--- src/rtl/detsys_pkg.sv ---
package detsys_pkg;

  localparam int SYM_W = 8;
  localparam logic [SYM_W:0] FIELD_POLY = 9'h11D;

  typedef logic [SYM_W-1:0] sym_t;
  typedef logic [255:0][SYM_W-1:0] inv_tab_t;
  typedef enum logic [1:0] {ST_IDLE, ST_LOAD, ST_RUN, ST_PEND} st_t;

  function automatic sym_t gf_mul(input sym_t a, input sym_t b);
    sym_t acc;
    sym_t sh;
    acc = '0;
    sh  = a;
    for (int i = 0; i < SYM_W; i++) begin
      if (b[i]) acc = acc ^ sh;
      sh = sh[SYM_W-1] ? ((sh << 1) ^ FIELD_POLY[SYM_W-1:0]) : (sh << 1);
    end
    return acc;
  endfunction

  // a^254 is the inverse of a (and 0 maps to 0)
  function automatic sym_t gf_inv_calc(input sym_t a);
    sym_t r;
    sym_t b;
    logic [7:0] e;
    r = 8'h01;
    b = a;
    e = 8'd254;
    for (int i = 0; i < 8; i++) begin
      if (e[i]) r = gf_mul(r, b);
      b = gf_mul(b, b);
    end
    return r;
  endfunction

  function automatic inv_tab_t build_inv();
    inv_tab_t t;
    for (int i = 0; i < 256; i++) t[i] = gf_inv_calc(sym_t'(i));
    return t;
  endfunction

endpackage

--- src/rtl/det_pivot_cell.sv ---
module det_pivot_cell
  import detsys_pkg::*;
(
  input  logic clk,
  input  logic rst,
  input  logic clr,
  input  logic en,
  input  logic lead,
  input  sym_t x,
  output logic found_o,
  output sym_t axis_o,
  output sym_t q_o,
  output logic prow_o
);

  localparam inv_tab_t INV = build_inv();

  logic found;
  sym_t axis;
  sym_t q;
  logic prow;
  logic take;
  sym_t inv_axis;

  assign take     = en && lead && !found && (x != '0);
  assign inv_axis = INV[axis];

  always_ff @(posedge clk) begin
    if (rst || clr) begin
      found <= 1'b0;
      axis  <= '0;
      q     <= '0;
      prow  <= 1'b0;
    end else if (en && lead) begin
      if (take) begin
        found <= 1'b1;
        axis  <= x;
        prow  <= 1'b1;
        q     <= '0;
      end else begin
        prow  <= 1'b0;
        q     <= found ? gf_mul(x, inv_axis) : '0;
      end
    end
  end

  assign found_o = found;
  assign axis_o  = axis;
  assign q_o     = q;
  assign prow_o  = prow;


  axis_live_chk: assert property (@(posedge clk) disable iff (rst)
    found |-> axis != '0);


  quot_chk: assert property (@(posedge clk) disable iff (rst || clr)
    (en && lead && found) |=> gf_mul(q, axis) == $past(x));

endmodule

--- src/rtl/det_elim_cell.sv ---
module det_elim_cell
  import detsys_pkg::*;
#(
  parameter int CW  = 3,
  parameter int IDX = 0
) (
  input  logic          clk,
  input  logic          rst,
  input  logic          clr,
  input  logic          en,
  input  logic [CW-1:0] col,
  input  logic          prow,
  input  sym_t          x,
  input  sym_t          q,
  output sym_t          term_o
);

  localparam logic [CW-1:0] MY_COL = CW'(IDX + 1);

  sym_t held;

  always_ff @(posedge clk) begin
    if (rst || clr) held <= '0;
    else if (en && prow && col == MY_COL) held <= x;
  end

  assign term_o = gf_mul(q, held);

endmodule

--- src/rtl/det_rowbuf.sv ---
module det_rowbuf
  import detsys_pkg::*;
#(
  parameter int AW = 7
) (
  input  logic          clk,
  input  logic          we,
  input  logic [AW-1:0] wa,
  input  sym_t          wd,
  input  logic          re,
  input  logic [AW-1:0] ra,
  output sym_t          rd
);

  localparam int DEPTH = 1 << AW;

  sym_t mem [DEPTH];

  always_ff @(posedge clk) begin
    if (we) mem[wa] <= wd;
  end

  always_ff @(posedge clk) begin
    if (re) rd <= mem[ra];
  end

endmodule

--- src/rtl/det_engine.sv ---
module det_engine
  import detsys_pkg::*;
#(
  parameter int N = 8
) (
  input  logic                   clk,
  input  logic                   rst,
  input  logic                   start,
  input  logic [$clog2(N+1)-1:0] size,
  input  logic                   in_valid,
  input  logic [7:0]             in_data,
  output logic                   out_valid,
  output logic [7:0]             det_out,
  output logic                   singular
);

  localparam int SW = $clog2(N + 1);
  localparam int RW = (N > 1) ? $clog2(N) : 1;
  localparam int AW = 1 + 2 * RW;
  localparam int NC = N - 1;

  st_t st;
  logic [SW-1:0] m;
  logic [SW-1:0] n_in;
  logic [RW-1:0] lim;
  logic [RW-1:0] lr, lc, rr, rc, wr_r, c1, c1m;
  logic rd_done, v1, last1, cb;
  sym_t det_acc;
  logic iss, clr, load_last, elim_wr;
  logic found, prow;
  sym_t axis, q, rdata, y, term_sel;
  sym_t terms [NC];
  logic we;
  logic [AW-1:0] wa, ra;
  sym_t wd;

  assign n_in = (size == '0 || size > SW'(N)) ? SW'(N) : size;
  assign lim  = RW'(m - SW'(1));
  assign iss  = (st == ST_RUN) && !rd_done;
  assign c1m  = c1 - RW'(1);
  assign load_last = (st == ST_LOAD) && in_valid && lc == lim && lr == lim;
  assign clr  = load_last || (st == ST_PEND && found && m != SW'(1));
  assign elim_wr = v1 && !prow && c1 != '0;

  det_pivot_cell u_piv (
    .clk(clk), .rst(rst), .clr(clr), .en(v1), .lead(c1 == '0), .x(rdata),
    .found_o(found), .axis_o(axis), .q_o(q), .prow_o(prow)
  );

  for (genvar k = 0; k < NC; k++) begin : g_cell
    det_elim_cell #(.CW(RW), .IDX(k)) u_cell (
      .clk(clk), .rst(rst), .clr(clr), .en(v1), .col(c1), .prow(prow),
      .x(rdata), .q(q), .term_o(terms[k])
    );
  end

  always_comb begin
    term_sel = '0;
    for (int k = 0; k < NC; k++) begin
      if (c1 == RW'(k + 1)) term_sel = terms[k];
    end
  end

  assign y  = rdata ^ term_sel;
  assign we = ((st == ST_LOAD) && in_valid) || elim_wr;
  assign wa = (st == ST_LOAD) ? {1'b0, lr, lc} : {~cb, wr_r, c1m};
  assign wd = (st == ST_LOAD) ? in_data : y;
  assign ra = {cb, rr, rc};

  det_rowbuf #(.AW(AW)) u_buf (
    .clk(clk), .we(we), .wa(wa), .wd(wd), .re(iss), .ra(ra), .rd(rdata)
  );

  always_ff @(posedge clk) begin
    if (rst) begin
      v1    <= 1'b0;
      last1 <= 1'b0;
      c1    <= '0;
    end else begin
      v1    <= iss;
      last1 <= iss && rr == lim && rc == lim;
      c1    <= rc;
    end
  end

  always_ff @(posedge clk) begin
    if (rst) begin
      st        <= ST_IDLE;
      m         <= SW'(1);
      lr        <= '0;
      lc        <= '0;
      rr        <= '0;
      rc        <= '0;
      wr_r      <= '0;
      rd_done   <= 1'b0;
      cb        <= 1'b0;
      det_acc   <= 8'h01;
      out_valid <= 1'b0;
      det_out   <= '0;
      singular  <= 1'b0;
    end else begin
      out_valid <= 1'b0;
      case (st)
        ST_IDLE: begin
          if (start) begin
            m       <= n_in;
            lr      <= '0;
            lc      <= '0;
            cb      <= 1'b0;
            det_acc <= 8'h01;
            st      <= ST_LOAD;
          end
        end
        ST_LOAD: begin
          if (in_valid) begin
            if (lc == lim) begin
              lc <= '0;
              if (lr == lim) begin
                rr      <= '0;
                rc      <= '0;
                wr_r    <= '0;
                rd_done <= 1'b0;
                st      <= ST_RUN;
              end else begin
                lr <= lr + RW'(1);
              end
            end else begin
              lc <= lc + RW'(1);
            end
          end
        end
        ST_RUN: begin
          if (iss) begin
            if (rc == lim) begin
              rc <= '0;
              if (rr == lim) rd_done <= 1'b1;
              else rr <= rr + RW'(1);
            end else begin
              rc <= rc + RW'(1);
            end
          end
          if (elim_wr && c1 == lim) wr_r <= wr_r + RW'(1);
          if (v1 && last1) st <= ST_PEND;
        end
        ST_PEND: begin
          if (!found) begin
            out_valid <= 1'b1;
            singular  <= 1'b1;
            det_out   <= '0;
            st        <= ST_IDLE;
          end else if (m == SW'(1)) begin
            out_valid <= 1'b1;
            singular  <= 1'b0;
            det_out   <= gf_mul(det_acc, axis);
            st        <= ST_IDLE;
          end else begin
            det_acc <= gf_mul(det_acc, axis);
            m       <= m - SW'(1);
            cb      <= ~cb;
            rr      <= '0;
            rc      <= '0;
            wr_r    <= '0;
            rd_done <= 1'b0;
            st      <= ST_RUN;
          end
        end
        default: st <= ST_IDLE;
      endcase
    end
  end


  pulse_once_chk: assert property (@(posedge clk) disable iff (rst)
    out_valid |=> !out_valid);


  sing_zero_chk: assert property (@(posedge clk) disable iff (rst)
    (out_valid && singular) |-> det_out == '0);


  full_rank_chk: assert property (@(posedge clk) disable iff (rst)
    (out_valid && !singular) |-> det_out != '0);


  bank_sep_chk: assert property (@(posedge clk) disable iff (rst)
    (iss && we) |-> ra[AW-1] != wa[AW-1]);


  no_reload_chk: assert property (@(posedge clk) disable iff (rst)
    (st == ST_RUN || st == ST_PEND) |=> st != ST_LOAD);

endmodule

--- config.mk ---
export PLATFORM = sky130hd
export DESIGN_NAME = det_engine
export DESIGN_NICKNAME = d
export VERILOG_FILES = /design/src/rtl/detsys_pkg.sv /design/src/rtl/det_pivot_cell.sv /design/src/rtl/det_elim_cell.sv /design/src/rtl/det_rowbuf.sv /design/src/rtl/det_engine.sv
export SDC_FILE = /design/constraint.sdc
export NUM_CORES = 2
export LEC_CHECK = 0
export ABC_CLOCK_PERIOD_IN_PS = 27200
export BUFFER_PORTS_ARGS = -buffer_cell sky130_fd_sc_hd__buf_2
export CORE_UTILIZATION = 39
export CTS_BUF_LIST = sky130_fd_sc_hd__clkbuf_8
export CTS_CLUSTER_SIZE = 25
export DETAILED_ROUTE_END_ITERATION = 8
export PLACE_DENSITY = 0.56
export SYNTH_ARGS = -nofsm -noshare
export SYNTH_HDL_FRONTEND = slang
export SYNTH_SLANG_ARGS = --single-unit
--- constraint.sdc ---
create_clock -name clk -period 27.2 [get_ports clk]
set_clock_uncertainty 0.05 [all_clocks]
set_input_delay 2.72 -clock clk [delete_from_list [all_inputs] [get_ports clk]]
set_output_delay 2.72 -clock clk [all_outputs]
set_load 0.005 [all_outputs]
==> impl_metrics.yaml <==
run_status:
  run_status: "completed"
synth:
  synthFlopType: "edfxtp_1"
  ys_seq_area_share_pct: 58.1
  ys_types: 91
  synthCells: 4305
  yosysTopAreaCell: "edfxtp_1"
  synth_mux_area_share_pct: 13.8
  synth_area_leaders: "edfxtp_1 (54%), mux4_2 (13%), xnor2_1 (5.7%), nand2_1 (4.8%), dfxtp_1 (4.4%)"
  syn_nets: 4346
  synth_top_area_share_pct: 53.7
  synth_top_family_by_area: "multiplexers"
  ys_warn_count: 0
  async_flop_share_pct: 0
  syn_avg_cell_area_sq_um: 13.4
  synth_most_common_cell: "edfxtp_1"
  synth_edf_count: 1032
  yosys.area_share.simple_pct: 8.75
  synth-seq-cells: 1160
  synth_commonest_cells: "edfxtp_1 (1,032), nand2_1 (737), xnor2_1 (378)"
  synth-xor-area-share_pct: 9.19
  synth-adder-area-share_pct: 0.542
  synth_area_sq_mm: 0.0577
  synth_compound_area_share_pct: 6.67
grt:
  grt_overflow: 0
  grt_pass1_vias: 35600
  antenna_found_initial: 6
  grt_use_total_pct: 22.3
  grt_start_max_net_pins: 106
  grt_first_pass_wirelength_mm: 248
clocking:
  cts.repair.resized: 0
  h-tree-depth: 4
  cts_made_buffers: 190
  clockBufferDepth: 3
  cts_setup_buffers: 0
  clkTransAtPathRegs_ps: 70
  clkLatencyLatePin_ps: 930
  cts_hold_buf: 0
  cts.sink_count: 1160
  cts-root-buf: "clkbuf_8"
  tritoncts: "done"
power_and_ir_drop:
  power_frac_comb_pct: 9.3
  p_seq_share_pct: 52.9
  clkPwrFrac_pct: 37.9
  p_total_mw: 3.80
  swShare_pct: 25.5
  p_per_area_mw_per_mm2: 60.2
  irDropWorstVdd_uv: 39.0
  power_switching_mw: 0.971
  leakage_nw: 19.2
  p_int_mw: 2.83
sta:
  max_slew.worst_pin.slew_ps: 1250
  finalHoldViolCount: 0
  grt_setup_unrepaired: "no"
  setup_viol: 0
  fmax_mhz: 162
  finalMaxSlewViolations: 0
  fin_crit_ps: 6180
  finalCritPeriodShare_pct: 22.7
  fin_setup_tns_ps: 0
  max-slew-margin-rel_pct: 15.9
drt:
  wl_mm: 168
  vias_per_cell: 5.71
  drt_iter0_markers: 3560
  vias: 36200
  ant_nets: 0
  wl_per_cell_um: 26.5
  drt_first_pass_iters: 6
  drcViolationCount: 0
run:
  max_cap_viol_count: 0
worst_setup_path:
  required_ps: 27950
  slowest_stage: "ha_1"
  path_cells: "buf_2 > inv_1 > o311a_1 > buf_4 > nand2_1 > inv_1 > ha_1 > nand2_1 > nor2_1 > a211o_1 > o21ai_0 > a21oi_1 > a31oi_1 > mux4_2"
  start_kind: "input port"
  worstSetupEndpointType: "flip-flop"
  arrival_ps: 6930
  path_class: "input port to flip-flop"
  critPathMaxStageDelay_ps: 780
  crit_path_max_fanout: 35
floorplan:
  die_y_um: 387
  start_util_pct: 39.5
  dieArea_sq_mm: 0.150
  coreArea_sq_mm: 0.146
  row_count: 140
  io_pins: 26
  die_w_um: 387
cells_and_area:
  layout.nets: 4301
  syn_to_final_growth_pct: 9.44
  drive_gt1_share_pct: 17.3
placement:
  gp_congestion: 0.938
  portBuffers: 25
  dp_hpwl_mm: 103
worst_hold_path:
  min_path_type: "flip-flop to flip-flop"
## placed cells by master, fill, tap and decap left out, types with 29 or more instances in the layout
cell type  Yosys  final
a22oi_1       53     52
clkinv_1       0     47
clkbuf_8       0    198
a21oi_1      164    160
buf_4         16     90
xnor3_1       32     32
nand2_1      737    737
mux4_2       337    337
dfxtp_1      128    121
edfxtp_1    1032   1032
nor2_1       291    291
nand3_1       53     53
o21ai_0      131    128
inv_1         37    110
xor2_1       119    118
xnor2_1      378    377
nor3_1        29     29
## power by group through the flow
stage	clock, mW	sequential, mW	combinational [mW]
4_1_cts	1.47	2.01	0.355
6_report	1.44	2.01	0.352
3_5_place_dp	0	2.05	0.355
2_1_floorplan	0	2.05	0.230
5_1_grt	1.55	2.01	0.376
3_3_place_gp	0	2.05	0.352
## registers in the layout (all words and copies together), names as in the netlist, 4 cells and up
| register | count |
|---|---|
| det_out | 8 |
| u_piv.axis_o | 8 |
| u_buf.rd | 8 |
| u_piv.q_o | 8 |
| m | 4 |
| det_acc | 8 |
| g_cell.u_cell.held | 56 |
| u_buf.mem | 1024 |
| u_piv.inv_axis | 8 |
## worst max-delay path: cells and delay by family
kind            cells  cell delay (ps)
compound gates      5              670
fa+ha+maj           1              780
buf+inv             4             1350
mux                 1              470
simple gates        3              910
## cells by family (layout without fill, tap and decap cells)
family,after synthesis,count (layout)
adder cells (fa/ha/maj),25,25
buffers and inverters,393,510
flip-flops,1160,1160
AO/OA/AOI/OAI,595,595
multiplexers,370,370
AND/OR/NAND/NOR,1222,1222
XOR/XNOR,540,540
other,0,4
## stage by stage
step / util, % / instances / instance area (sq um) / setup WS [ps] / hold WS (ps)
after floorplan: - / 4305 / 57700 / 18540 / 398
after global routing: 43.2 / 6342 / 63200 / 20820 / 451
after CTS: 43.2 / 6339 / 63100 / 21090 / 434
final: 43.2 / 6343 / 63200 / 21020 / 431
after global placement: 40.7 / 5985 / 59600 / 20300 / 417
after detailed placement: 40.7 / 5985 / 59600 / 20240 / 424
## area by class of cell
class | instances | area [sq um]
repair buffers | 116 | 821
fillers | 13100 | 83100
clock inverters | 156 | 862
inverters | 40 | 150
flip-flops and latches | 1160 | 33600
multi-input cells | 2752 | 22600
diodes | 4 | 10.0
well taps | 1917 | 2400
clock buffers | 198 | 2730
## per-layer routing
| layer | share of wire (%) | routed length [um] | vias to the layer above | track usage [%] |
|---|---|---|---|---|
| met5 | 0.017 | 28 | - | 0 |
| li1 | - | - | 15900 | - |
| met1 | 44 | 74000 | 18600 | 31.8 |
| met4 | 2.9 | 4950 | 4 | 7.39 |
| met3 | 6.9 | 11600 | 291 | 3.90 |
| met2 | 46 | 77700 | 1378 | 34.5 |
## worst paths after layout
path	from	endpoint	slack (ps)	cells after the start
worst max-delay path	rst	u_piv.inv_axis[0]	21020	14
worst min-delay path	last1	st[0]	430	2
worst max register to register	u_piv.q_o[5]	u_buf.mem[48][4]	21080	13
worst min register to register	last1	st[0]	430	2
Power figures use the tool's default switching activity.
